==> config.mk <==
export PLATFORM = sky130hd
export DESIGN_NAME = uart_irq_prio
export DESIGN_NICKNAME = d
export VERILOG_FILES = /design/src/rtl/uart_irq_pkg.sv /design/src/rtl/irq_sticky.sv /design/src/rtl/rx_err_tracker.sv /design/src/rtl/irq_prio_enc.sv /design/src/rtl/uart_irq_prio.sv
export SDC_FILE = /design/constraint.sdc
export NUM_CORES = 1
export LEC_CHECK = 0
export ABC_AREA = 1
export BUFFER_PORTS_ARGS = -buffer_cell sky130_fd_sc_hd__buf_2
export CORE_UTILIZATION = 30
export DETAILED_ROUTE_END_ITERATION = 7
export SYNTH_ARGS = -nofsm -noshare
export SYNTH_HDL_FRONTEND = slang
export SYNTH_SLANG_ARGS = --single-unit
==> constraint.sdc <==
create_clock -name clk -period 5.57 [get_ports clk]
set_input_delay 0.8355 -clock clk [delete_from_list [all_inputs] [get_ports clk]]
set_output_delay 0.8355 -clock clk [all_outputs]
set_load 0.005 [all_outputs]
==> src/rtl/uart_irq_pkg.sv <==
package uart_irq_pkg;
    localparam int ID_W = 6;
    localparam logic [ID_W-1:0] ID_NONE = 6'b000001;
    localparam logic [ID_W-1:0] ID_LINE = 6'b000110;
    localparam logic [ID_W-1:0] ID_TMO  = 6'b001100;
    localparam logic [ID_W-1:0] ID_RXD  = 6'b000100;
    localparam logic [ID_W-1:0] ID_THR  = 6'b000010;
    localparam logic [ID_W-1:0] ID_MSR  = 6'b000000;
    localparam logic [ID_W-1:0] ID_XOFF = 6'b010000;
    localparam logic [ID_W-1:0] ID_FLOW = 6'b100000;

    // Sticky flag slots
    localparam int F_OVR  = 0;
    localparam int F_TMO  = 1;
    localparam int F_THR  = 2;
    localparam int F_MSR  = 3;
    localparam int F_XOFF = 4;
    localparam int F_SPEC = 5;
    localparam int F_FLOW = 6;
    localparam int NFLAG  = 7;

    // Encoder request slots, index 0 is highest priority
    localparam int NREQ = 7;
endpackage

==> src/rtl/irq_sticky.sv <==
// Bank of sticky interrupt flags.
// Assumes set and clear are single-cycle qualified strobes; set wins.
module irq_sticky #(
    parameter int N = 7
) (
    input  logic         clk,
    input  logic         rst_n,
    input  logic [N-1:0] set,
    input  logic [N-1:0] clr,
    output logic [N-1:0] q
);
    // Hold each flag from its set strobe until its clear strobe
    always_ff @(posedge clk) begin
        if (!rst_n) q <= '0;
        else        q <= set | (q & ~clr);
    end

    generate
        for (genvar i = 0; i < N; i++) begin : g_chk
            p_set_wins_r12: assert property (@(posedge clk) disable iff (!rst_n)
                set[i] |=> q[i]);
            p_clear_r12: assert property (@(posedge clk) disable iff (!rst_n)
                (clr[i] && !set[i]) |=> !q[i]);
        end
    endgenerate
endmodule

==> src/rtl/rx_err_tracker.sv <==
// Counts erroneous characters held in the receive queue.
// Assumes pops on an empty queue are ignored and the queue never
// holds more than DEPTH characters.
module rx_err_tracker #(
    parameter int DEPTH = 64
) (
    input  logic       clk,
    input  logic       rst_n,
    input  logic       push,
    input  logic       push_err,
    input  logic       pop,
    input  logic       empty,
    input  logic [2:0] head_err,
    input  logic       flush,
    output logic       any_err,
    output logic [2:0] head_err_o
);
    localparam int CW = $clog2(DEPTH + 1);
    localparam logic [CW-1:0] MAXC = CW'(DEPTH);

    logic [CW-1:0] cnt;
    logic          inc, dec;

    // Decode count adjustments from queue traffic
    always_comb begin
        inc = push && push_err && (cnt != MAXC);
        dec = pop && !empty && (head_err != 3'b000) && (cnt != '0);
    end

    // Maintain the error count; flush dominates
    always_ff @(posedge clk) begin
        if (!rst_n || flush) cnt <= '0;
        else if (inc && !dec) cnt <= cnt + 1'b1;
        else if (dec && !inc) cnt <= cnt - 1'b1;
    end

    assign any_err    = (cnt != '0);
    assign head_err_o = empty ? 3'b000 : head_err;

    p_no_overflow_r3: assert property (@(posedge clk) disable iff (!rst_n)
        cnt <= MAXC);
    p_flush_clears_r3: assert property (@(posedge clk) disable iff (!rst_n)
        flush |=> !any_err);
    p_empty_zero_r10: assert property (@(posedge clk) disable iff (!rst_n)
        empty |-> (head_err_o == 3'b000));
endmodule

==> src/rtl/irq_prio_enc.sv <==
// Fixed-priority encoder from masked requests to identification code.
// Assumes req[0] is the highest priority.
module irq_prio_enc
    import uart_irq_pkg::*;
(
    input  logic            clk,
    input  logic            rst_n,
    input  logic [NREQ-1:0] req,
    output logic [ID_W-1:0] id,
    output logic [NREQ-1:0] grant
);
    // Pick the first request in priority order
    always_comb begin
        grant = '0;
        for (int i = 0; i < NREQ; i++) begin
            if (req[i] && (grant == '0)) grant[i] = 1'b1;
        end
    end

    // Map the winner to its code
    always_comb begin
        unique case (1'b1)
            grant[0]: id = ID_LINE;
            grant[1]: id = ID_TMO;
            grant[2]: id = ID_RXD;
            grant[3]: id = ID_THR;
            grant[4]: id = ID_MSR;
            grant[5]: id = ID_XOFF;
            grant[6]: id = ID_FLOW;
            default:  id = ID_NONE;
        endcase
    end

    p_grant_onehot_r2: assert property (@(posedge clk) disable iff (!rst_n)
        $onehot0(grant));
endmodule

==> src/rtl/uart_irq_prio.sv <==
// Collects UART channel interrupt sources, masks them and reports the
// highest-priority pending one. Assumes event inputs are one-cycle pulses.
module uart_irq_prio
    import uart_irq_pkg::*;
#(
    parameter int DEPTH = 64
) (
    input  logic       clk,
    input  logic       rst_n,
    input  logic [5:0] ien,
    input  logic       rx_push,
    input  logic       rx_push_err,
    input  logic       rx_flush,
    input  logic       rx_empty,
    input  logic [2:0] rx_head_err,
    input  logic       rx_trig,
    input  logic       ovr_evt,
    input  logic       tmo_evt,
    input  logic       thr_evt,
    input  logic       msr_evt,
    input  logic       xoff_det,
    input  logic       xon_det,
    input  logic       spec_det,
    input  logic       flow_drop,
    input  logic       iir_rd,
    input  logic       lsr_rd,
    input  logic       rhr_rd,
    input  logic       msr_rd,
    input  logic       thr_wr,
    output logic [5:0] irq_id,
    output logic       irq,
    output logic       rx_err_any,
    output logic [2:0] rx_head_err_o
);
    logic [NFLAG-1:0] fset, fclr, flag;
    logic [NREQ-1:0]  req, grant;
    logic [ID_W-1:0]  id;

    rx_err_tracker #(.DEPTH(DEPTH)) u_err (
        .clk(clk), .rst_n(rst_n), .push(rx_push), .push_err(rx_push_err),
        .pop(rhr_rd), .empty(rx_empty), .head_err(rx_head_err),
        .flush(rx_flush), .any_err(rx_err_any), .head_err_o(rx_head_err_o)
    );

    // Route source events and their clearing events to the flag bank
    always_comb begin
        fset = '0;
        fclr = '0;
        fset[F_OVR]  = ovr_evt;   fclr[F_OVR]  = lsr_rd;
        fset[F_TMO]  = tmo_evt;   fclr[F_TMO]  = rhr_rd;
        fset[F_THR]  = thr_evt;   fclr[F_THR]  = thr_wr || (iir_rd && id == ID_THR);
        fset[F_MSR]  = msr_evt;   fclr[F_MSR]  = msr_rd;
        fset[F_XOFF] = xoff_det;  fclr[F_XOFF] = xon_det;
        fset[F_SPEC] = spec_det;  fclr[F_SPEC] = iir_rd && id == ID_XOFF;
        fset[F_FLOW] = flow_drop; fclr[F_FLOW] = iir_rd && id == ID_FLOW;
    end

    irq_sticky #(.N(NFLAG)) u_flags (
        .clk(clk), .rst_n(rst_n), .set(fset), .clr(fclr), .q(flag)
    );

    // Mask pending sources into priority-ordered requests
    always_comb begin
        req[0] = ien[2] && (rx_err_any || flag[F_OVR]);
        req[1] = ien[0] && flag[F_TMO];
        req[2] = ien[0] && rx_trig;
        req[3] = ien[1] && flag[F_THR];
        req[4] = ien[3] && flag[F_MSR];
        req[5] = ien[4] && (flag[F_XOFF] || flag[F_SPEC]);
        req[6] = ien[5] && flag[F_FLOW];
    end

    irq_prio_enc u_enc (
        .clk(clk), .rst_n(rst_n), .req(req), .id(id), .grant(grant)
    );

    assign irq_id = id;
    assign irq    = |req;

    p_int_vs_id_r12: assert property (@(posedge clk) disable iff (!rst_n)
        irq == !irq_id[0]);
    p_polled_r11: assert property (@(posedge clk) disable iff (!rst_n)
        (ien == 6'b0) |-> !irq);
    p_thr_wr_r6: assert property (@(posedge clk) disable iff (!rst_n)
        (thr_wr && !thr_evt) |=> !flag[F_THR]);
endmodule

==> metrics <==
Final Hold Vio Count=0; Synth Area in XOR/XNOR=around 4.4%; final core occ=around 41%; post-CTS sizing=0; Final Cell Area=approximately 1300 um2; die height=around 60 um; Critical Path AT=2.80 ns; CTS max path bufs=2; Synth Area in Adders=a little under a tenth; placed insts=between 200 and 250; num rows=20; M1 GR Usage=14.76%; period utilization=approximately 47%; CTS sink count=14; Setup Buffers After CTS=0; top cells by area, synth=dfxtp_1, inv_1, a21oi_1; leakage=0.7152 nW; Skew-Pair Late Insertion Delay=around 0.28 ns; via count=960; Max rail drop VDD=0.06323 mV; share of the synthesized area in the top cell type=between 20% and 30%; Ports=40; Post-Synth Simple-Gate Area=26.36%; CP max stage delay=0.36 ns; slowest stage cell, crit path=o311ai_0; fmax=between 300 and 400 MHz; CTS tree=done; crit path kind=in -> reg; most frequent CP cell=nand2_1; DRT iter0 DRCs=17; antenna violations before repair=0; final worst slack=roughly 3.0 ns; share of layout cells above drive strength 1=36.07%; syn avg cell area=approximately 7 um2; # port buffers=39; # diodes=0; R2R cell count=17; fin cells=between 200 and 250; drt wl/cell=~9.0 um; Setup Skew=between 0.007 and 0.008 ns; Post-synth top flop=dfxtp_1; DRC=0; H-tree depth=1; relative slew slack=~75%; core area=3103 um2; worst-path fanout max=6; largest net degree at the start of global routing=13; vias in the first global route=850; detailed-router iteration count before antenna repair=4; CP cell instances=buf_2 -> o311ai_0 -> ha_1 -> inv_1 -> ha_1 -> nand3_1 -> nand3_1 -> nand2_1 -> nand2_1 -> a21o_1 -> nand2_1 -> nand2_1 -> o21ai_1 -> inv_1; number of nets still failing antenna checks after routing=0; DP Area=1235 um2; post-synthesis mux area share=0%; library cells used by synthesis=30; setup slack at placement=roughly 2.7 ns; Worst setup EP type=flip-flop; global route hottest layer=met2; # setup viols final=0; area delta synth->final=28.12%; first-pass GRT wire length=about 3.4 mm; flops & latches, synth=14; Final #Nets=220; CP startpoint kind=primary input; CTS root buf=clkbuf_4; area leader, netlist=dfxtp_1; Ys Warns=0; Die Wd=around 60 um; clock period minus worst slack=between 2 and 3 ns; register area share after synthesis=about 28%; setup TNS=0 ns; Synth Area in Compound Gates=18.03%; Least-Margin Pin Slew=0.3739 ns; Max Slew Vio Count=0; RePlAce Congestion=between 0.8 and 0.9; die area=3541 um2; Post-Syn Instances=142; RSZ-0062 raised after global routing=false; critical path required time=roughly 5.8 ns; post-synthesis net count=~180; outcome=completed; hold depth=2; met3 Track Usage GR=about 2.6%; most instantiated cells after synthesis=inv_1, nand2_1, a21oi_1, nor2_1, dfxtp_1; grt total ovfl=0; synthesized area=roughly 990 um2; All-Layer GR Usage=12.47%; largest family of logic cells by synthesized area=simple AND/OR/NAND/NOR gates; drt total wl=around 2.0 mm; Hold Crit Class=reg -> reg; GRT met2 Usage=around 22%; cell with the most instances after synthesis=inv_1; Initial Utilization=31.98%; Fill cells=349; Max-cap violations=0; post-DP HPWL=approximately 1.7 mm; cts hold-fix bufs=0; asr flop ratio synth=0%; DR vias/cell=~4.2; EDFF count, synth=0; Num CTS Buffers=3; register clock-pin slew on the reported worst setup and hold paths=around 0.090 ns; Pwr per Cell Area=about 230 nW/um2
[where the power goes]
group / switching (mW) / leakage [nW] / internal [mW]
Sequential: 0.00576 / 0.116 / 0.107
Clock: 0.0344 / 0.0210 / 0.0398
Combinational: 0.0574 / 0.579 / 0.0445
[worst max-delay path: cells and delay by family]
| kind | cells | cell delay [ns] |
|---|---|---|
| AOI/OAI and AO/OA | 3 | 0.63 |
| adders and majority gates | 2 | 0.63 |
| and+or+nand+nor | 6 | 0.42 |
| buffers and inverters | 3 | 0.27 |
[layout make-up]
cell class,instances,area [um2],area share (%)
Clock buffer,4,36.28,2.854
Inverter,33,125.1,9.843
Multi-Input combinational cell,93,579.3,45.57
Sequential cell,14,280.3,22.05
Tap cell,44,55.05,4.331
Timing Repair Buffer,39,195.2,15.35
[flip-flops by register name, indices dropped and copies added, names as in the netlist]
register   flops
u_err.cnt      7
u_flags.q      7
[placed cells by master (no fill, tap or decap)]
master	instances
o21ai_1	5
nand2_2	2
nor2_1	15
a21oi_1	15
nor2_2	2
nor2_4	2
o21ai_2	2
o211ai_2	1
clkbuf_4	3
o21ai_0	1
buf_2	39
xnor2_1	1
nand4_1	2
nand3_2	3
nand2_4	1
inv_1	24
and3_1	1
a21o_1	1
nand2_1	19
clkinv_2	1
nand3_1	4
ha_1	6
fa_1	1
inv_2	8
a41oi_1	1
dfxtp_1	14
a21boi_2	1
xor2_1	4
clkbuf_8	1
o311ai_0	1
or2_1	1
a211oi_1	1
[cells by family after synthesis]
logic type	after synthesis
flops	14
simple gates	52
buf+inv	35
xor+xnor	5
fa+ha+maj	7
compound gates	29
[final timing paths]
kind | startpoint | to | slack, ns
max | rx_head_err[1] | u_err.cnt[5] | 2.96
min reg2reg | u_flags.q[5] | u_flags.q[5] | 0.46
min | u_flags.q[5] | u_flags.q[5] | 0.46
max reg2reg | u_err.cnt[0] | u_err.cnt[5] | 3.19
[stage by stage]
stage | power (mW) | hold WS, ns
2_1_floorplan | 0.1870 | 0.4353
3_3_place_gp | 0.2181 | 0.4507
3_5_place_dp | 0.2178 | 0.4568
4_1_cts | 0.2922 | 0.4671
5_1_grt | 0.3108 | 0.4821
6_report | 0.2891 | 0.4583
[layer usage]
metal  vias to the layer above  part of all wire, %  routed length, um
met5                         -                    0                  0
met4                         0                  1.5                 31
met3                         5                  6.7                136
met2                        30                   44                894
met1                       395                   48                977
li1                        530                    -                  -
No activity file was read; power rests on OpenSTA's default activity.
